===== config.mk =====
export PLATFORM = sky130hd
export DESIGN_NAME = persist_arbiter
export DESIGN_NICKNAME = d
export VERILOG_FILES = /design/src/rtl/pra_pkg.sv /design/src/rtl/pra_datapath.sv /design/src/rtl/pra_ctrl.sv /design/src/rtl/persist_arbiter.sv
export SDC_FILE = /design/constraint.sdc
export NUM_CORES = 1
export LEC_CHECK = 0
export CAP_MARGIN = 20
export CELL_PAD_IN_SITES_DETAIL_PLACEMENT = 0
export CELL_PAD_IN_SITES_GLOBAL_PLACEMENT = 2
export CORE_MARGIN = 3
export CORE_UTILIZATION = 38
export DETAILED_ROUTE_END_ITERATION = 12
export HOLD_SLACK_MARGIN = 0.02
export PLACE_DENSITY_LB_ADDON = 0.1
export SLEW_MARGIN = 20
export SYNTH_ARGS = -nofsm -noshare
export SYNTH_HDL_FRONTEND = slang
export SYNTH_HIERARCHICAL = 1
export SYNTH_SLANG_ARGS = --single-unit

===== constraint.sdc =====
create_clock -name clk -period 4.8 [get_ports clk]
set_input_delay 0.96 -clock clk [delete_from_list [all_inputs] [get_ports clk]]
set_output_delay 0.96 -clock clk [all_outputs]
set_load 0.01 [all_outputs]

===== src/rtl/pra_pkg.sv =====
package pra_pkg;
  typedef struct packed {
    logic accept;
    logic activateNew;
    logic retire;
    logic activateNext;
    logic flagErr;
  } pra_strobe_t;
endpackage


===== src/rtl/pra_datapath.sv =====
module pra_datapath
  import pra_pkg::*;
#(
  parameter int NUM_PROC = 4,
  parameter int ADDR_W = 16,
  localparam int PID_W = (NUM_PROC > 1) ? $clog2(NUM_PROC) : 1
) (
  input  logic              clk,
  input  logic              rst,
  input  pra_strobe_t       strb,
  input  logic [PID_W-1:0]  reqProc,
  input  logic [ADDR_W-1:0] reqAddr,
  input  logic              reqRead,
  input  logic [PID_W-1:0]  deactProc,
  output logic              procBusy,
  output logic              addrBusy,
  output logic              deactIsWinner,
  output logic              nextFound,
  output logic              bcastValid,
  output logic              bcastAct,
  output logic              bcastDeact,
  output logic [PID_W-1:0]  bcastActProc,
  output logic [PID_W-1:0]  bcastDeactProc,
  output logic [ADDR_W-1:0] bcastAddr,
  output logic              bcastRead,
  output logic              errFlag
);
  logic [NUM_PROC-1:0]  slotValid;
  logic [NUM_PROC-1:0]  slotActive;
  logic [NUM_PROC-1:0]  slotRead;
  logic [ADDR_W-1:0]    slotAddr [NUM_PROC];
  logic [NUM_PROC-1:0]  olderThan [NUM_PROC];
  logic [NUM_PROC-1:0]  cand;
  logic [NUM_PROC-1:0]  oldest;
  logic [PID_W-1:0]     nextIdx;
  logic [ADDR_W-1:0]    retireAddr;

  assign procBusy      = slotValid[reqProc];
  assign deactIsWinner = slotValid[deactProc] && slotActive[deactProc];
  assign retireAddr    = slotAddr[deactProc];

  always_comb begin
    addrBusy = 1'b0;
    for (int i = 0; i < NUM_PROC; i++)
      if (slotValid[i] && slotAddr[i] == reqAddr) addrBusy = 1'b1;
  end

  always_comb begin
    for (int i = 0; i < NUM_PROC; i++)
      cand[i] = slotValid[i] && !slotActive[i] && (slotAddr[i] == retireAddr)
                && (PID_W'(i) != deactProc);
  end

  always_comb begin
    for (int i = 0; i < NUM_PROC; i++) begin
      oldest[i] = cand[i];
      for (int j = 0; j < NUM_PROC; j++)
        if (j != i && cand[j] && !olderThan[i][j]) oldest[i] = 1'b0;
    end
  end

  always_comb begin
    nextFound = 1'b0;
    nextIdx   = '0;
    for (int i = NUM_PROC - 1; i >= 0; i--)
      if (oldest[i]) begin
        nextFound = 1'b1;
        nextIdx   = PID_W'(i);
      end
  end

  always_ff @(posedge clk) begin
    if (rst) begin
      slotValid  <= '0;
      slotActive <= '0;
      slotRead   <= '0;
      for (int i = 0; i < NUM_PROC; i++) begin
        slotAddr[i]  <= '0;
        olderThan[i] <= '0;
      end
    end else begin
      if (strb.accept) begin
        slotValid[reqProc]  <= 1'b1;
        slotActive[reqProc] <= strb.activateNew;
        slotRead[reqProc]   <= reqRead;
        slotAddr[reqProc]   <= reqAddr;
        for (int i = 0; i < NUM_PROC; i++) begin
          if (PID_W'(i) != reqProc) olderThan[i][reqProc] <= slotValid[i];
          olderThan[reqProc][i] <= 1'b0;
        end
      end
      if (strb.retire) begin
        slotValid[deactProc]  <= 1'b0;
        slotActive[deactProc] <= 1'b0;
      end
      if (strb.activateNext) slotActive[nextIdx] <= 1'b1;
    end
  end

  always_ff @(posedge clk) begin
    if (rst) begin
      bcastValid     <= 1'b0;
      bcastAct       <= 1'b0;
      bcastDeact     <= 1'b0;
      bcastActProc   <= '0;
      bcastDeactProc <= '0;
      bcastAddr      <= '0;
      bcastRead      <= 1'b0;
      errFlag        <= 1'b0;
    end else begin
      bcastValid     <= strb.activateNew || strb.retire;
      bcastAct       <= strb.activateNew || strb.activateNext;
      bcastDeact     <= strb.retire;
      bcastActProc   <= strb.activateNew ? reqProc : nextIdx;
      bcastDeactProc <= deactProc;
      bcastAddr      <= strb.retire ? retireAddr : reqAddr;
      bcastRead      <= strb.activateNew ? reqRead : slotRead[nextIdx];
      errFlag        <= strb.flagErr;
    end
  end
endmodule


===== src/rtl/pra_ctrl.sv =====
module pra_ctrl
  import pra_pkg::*;
(
  input  logic        reqValid,
  input  logic        deactValid,
  input  logic        procBusy,
  input  logic        addrBusy,
  input  logic        deactIsWinner,
  input  logic        nextFound,
  output logic        reqReady,
  output pra_strobe_t strb
);
  always_comb begin
    reqReady          = !procBusy && !deactValid;
    strb.accept       = reqValid && reqReady;
    strb.activateNew  = strb.accept && !addrBusy;
    strb.retire       = deactValid && deactIsWinner;
    strb.activateNext = strb.retire && nextFound;
    strb.flagErr      = deactValid && !deactIsWinner;
  end
endmodule


===== src/rtl/persist_arbiter.sv =====
module persist_arbiter
  import pra_pkg::*;
#(
  parameter int NUM_PROC = 4,
  parameter int ADDR_W = 16,
  localparam int PID_W = (NUM_PROC > 1) ? $clog2(NUM_PROC) : 1
) (
  input  logic              clk,
  input  logic              rst,
  input  logic              reqValid,
  output logic              reqReady,
  input  logic [PID_W-1:0]  reqProc,
  input  logic [ADDR_W-1:0] reqAddr,
  input  logic              reqRead,
  input  logic              deactValid,
  input  logic [PID_W-1:0]  deactProc,
  output logic              bcastValid,
  output logic              bcastAct,
  output logic              bcastDeact,
  output logic [PID_W-1:0]  bcastActProc,
  output logic [PID_W-1:0]  bcastDeactProc,
  output logic [ADDR_W-1:0] bcastAddr,
  output logic              bcastRead,
  output logic              errFlag
);
  pra_strobe_t strb;
  logic procBusy, addrBusy, deactIsWinner, nextFound;

  pra_ctrl u_ctrl (
    .reqValid(reqValid), .deactValid(deactValid), .procBusy(procBusy),
    .addrBusy(addrBusy), .deactIsWinner(deactIsWinner), .nextFound(nextFound),
    .reqReady(reqReady), .strb(strb)
  );

  pra_datapath #(.NUM_PROC(NUM_PROC), .ADDR_W(ADDR_W)) u_dp (
    .clk(clk), .rst(rst), .strb(strb), .reqProc(reqProc), .reqAddr(reqAddr),
    .reqRead(reqRead), .deactProc(deactProc), .procBusy(procBusy),
    .addrBusy(addrBusy), .deactIsWinner(deactIsWinner), .nextFound(nextFound),
    .bcastValid(bcastValid), .bcastAct(bcastAct), .bcastDeact(bcastDeact),
    .bcastActProc(bcastActProc), .bcastDeactProc(bcastDeactProc),
    .bcastAddr(bcastAddr), .bcastRead(bcastRead), .errFlag(errFlag)
  );
endmodule


==> qor.csv <==
stage,metric,value,unit
power_and_ir_drop,vdd_drop_max,0.2236,mV
clock_network,tritoncts,done,
route,antenna_left,0,
die,start_util,39.07,%
grt,grt_pass1_vias,6696,
timing,setup_violations,0,
layout,nets,924,
placement,hpwl,23.10,mm
timing,rsz0062_at_grt,false,
timing,relSlewSlack,35.27,%
grt,grt_first_pass_wirelength,44.70,mm
run,cap_violations,0,
grt,grt_start_max_net_pins,55,
yosys,yosysTopAreaCell,edfxtp_1,
grt,met3_usage,5.925,%
run_status,status,"finished, final reports clean",
route,drt_first_pass_iters,5,
clock_network,post-cts-setup-buffer-count,0,
layout,drive_gt1_share,8.224,%
worst_setup_path,cp.required,5.14,ns
die,die_area,22850,um2
power_and_ir_drop,leakage,0.003346,uW
clock_network,cts_root_buf,clkbuf_16,
layout,antenna_cells,0,
yosys,synth_area_leaders,"edfxtp_1, xnor2_1, dfxtp_1",
worst_setup_path,worstSetupEndpointType,flop,
yosys,ys_async_sr_fraction,0,%
power_and_ir_drop,fin_total_pwr,2958,uW
route,vias_per_cell,5.959,
grt,grt_util_met1,40.77,%
clock_network,clockBufferDepth,2,
grt,grtUsageMet2,39.09,%
die,core,20490,um2
grt,antenna_found_initial,0,
worst_setup_path,crit_type,in2reg,
worst_setup_path,cp.arrival,4.51,ns
min_path,holdCritPathClass,reg2reg,
route,dr.first_iter.drc_count,726,
clock_network,htree_num_levels,4,
route,drt-total-wl,30.67,mm
clock_network,cts_hold_buf,0,
timing,drv_slew,0,
clock_network,clk_latency,0.43,ns
clock_network,cts_buffers,17,
yosys,yosysWarnings,6,
route,drcViolationCount,0,
yosys,synth_top_flop_cell,edfxtp_1,
timing,period_share,86.93,%
grt,grt_busiest_layer,met1,
clock_network,clk_pin_slew,0.06,ns
yosys,ys_seq_area_share,36.25,%
layout,fillers,2022,
grt,grt_util_all_layers,27.17,%
power_and_ir_drop,powerDensity,321.4,nW/um2
clock_network,clock_sinks,113,
timing,skew,0.02391,ns
yosys,avgSynthCellArea,8.809,um2
yosys,synth_top_area_share,24.00,%
yosys,syn_nets,934,
yosys,syn_area,8008,um2
clock_network,cts-resized-gates,0,
die,placementRows,52,
die,io_pins,51,
layout,layout_common_cells,"xnor2_1, nor2_1, edfxtp_1",
worst_setup_path,cp_max_fo,21,
yosys,synth_edf_count,64,
timing,hold_viol_final,0,
route,wl_per_cell,25.94,um
grt,overflow,0,
die,die_h,151.2,um
placement,place.gp.congestion,0.9791,
die,die_w,151.2,um
yosys,ys_ff_latch,113,
route,vias,7044,
timing,fin_crit,4.173,ns
yosys,netlist_instances,909,
layout,final_common_cell,xnor2_1,
worst_setup_path,startpoint_type,primary input,
timing,tightest_slew,0.9710,ns
timing,fin_setup_tns,0,ns
yosys,synth.distinct_cells,72,
timing,fmaxAchievable,239.6,MHz
placement,numPortBuffers,50,
layout,syn_to_final_growth,14.94,%
-- per-layer routing --
metal	vias to the layer above	share of wire, %
met3	31	8.5
met5	-	0
li1	3149	-
met1	3512	47
met2	352	43
met4	0	1.9
-- synthesized netlist by cell type (all sizes together), types with 4 or more instances --
master   count
xnor2      117
nor2        98
clkbuf      85
edfxtp      64
nand2       61
mux2i       57
dfxtp       49
a21oi       37
inv         36
xor2        30
nor2b       26
nand3       23
buf         22
nand4       20
nor4        18
nand2b      17
a31oi       16
a2111oi     14
o21ai       13
a211o        9
o22ai        7
a221oi       6
nor3         6
or3          6
and3         5
nor3b        5
nor4b        5
a211oi       4
mux4         4
-- state kept, by name (all words and copies together), names as in the netlist --
register             flops
u_dp/errFlag             1
u_dp/bcastValid          1
u_dp/slotActive          4
u_dp/bcastDeactProc      2
u_dp/bcastRead           1
u_dp/bcastActProc        2
u_dp/bcastAddr          16
u_dp/bcastAct            1
u_dp/olderThan          12
u_dp/slotAddr           64
u_dp/slotValid           4
u_dp/slotRead            4
u_dp/bcastDeact          1
-- report_power, final --
part | switching (uW) | internal (uW) | leakage, uW
Combinational | 275 | 204 | 0.00198
Clock | 484 | 839 | 0.000291
Sequential | 88.5 | 1070 | 0.00107
Total | 848 | 2110 | 0.00335
-- worst paths after layout --
kind | from | to | slack (ns) | cells past startpoint
max | deactProc[1] | u_dp/slotActive[3] | 0.63 | 12
min | u_dp/slotRead[0] | u_dp/slotRead[0] | 0.47 | 2
max reg2reg | u_dp/slotAddr[1][7] | u_dp/slotActive[3] | 1.03 | 11
min reg2reg | u_dp/slotRead[0] | u_dp/slotRead[0] | 0.47 | 2
-- logic make-up after synthesis --
| kind of cell | share of synthesized area [%] |
|---|---|
| mux | 8.547 |
| compound gates | 12.63 |
| simple gates | 19.23 |
| buf+inv | 7.265 |
| flops | 36.25 |
| xor+xnor | 16.08 |
-- worst max-delay path, stage by stage --
cell and delay (ns):
buf_2 0.42, inv_1 0.34, nor2_1 0.49, a211o_1 0.30
nand4_1 0.22, or3_1 0.47, a2111oi_2 0.52, nor2_1 0.13
nand2_1 0.09, and3_1 0.27, nand4b_1 0.13, a21oi_1 0.16
-- cell type report --
class | count | area [um2] | area share (%)
tap | 270 | 337.8 | 3.670
timing repair buffer | 78 | 695.7 | 7.558
clock inverter | 8 | 100.1 | 1.088
multi-input combinational | 653 | 4528 | 49.20
sequential | 113 | 2903 | 31.54
clock buffer | 24 | 504.2 | 5.479
inverter | 36 | 135.1 | 1.468
-- stage by stage --
| step | setup WS (ns) | utilization (%) | std cells | cell area [um2] | hold slack [ns] |
|---|---|---|---|---|---|
| floorplan | 0.8320 | - | 909 | 8008 | 0.4319 |
| global placement | 0.3236 | 41.96 | 1150 | 8600 | 0.4485 |
| detailed placement | 0.3822 | 41.96 | 1150 | 8600 | 0.4613 |
| CTS | 0.8062 | 44.91 | 1182 | 9204 | 0.4690 |
| global route | 0.5152 | 44.91 | 1182 | 9204 | 0.4995 |
| finish | 0.6272 | 44.91 | 1182 | 9204 | 0.4665 |
(Power assumes the default switching activity.)
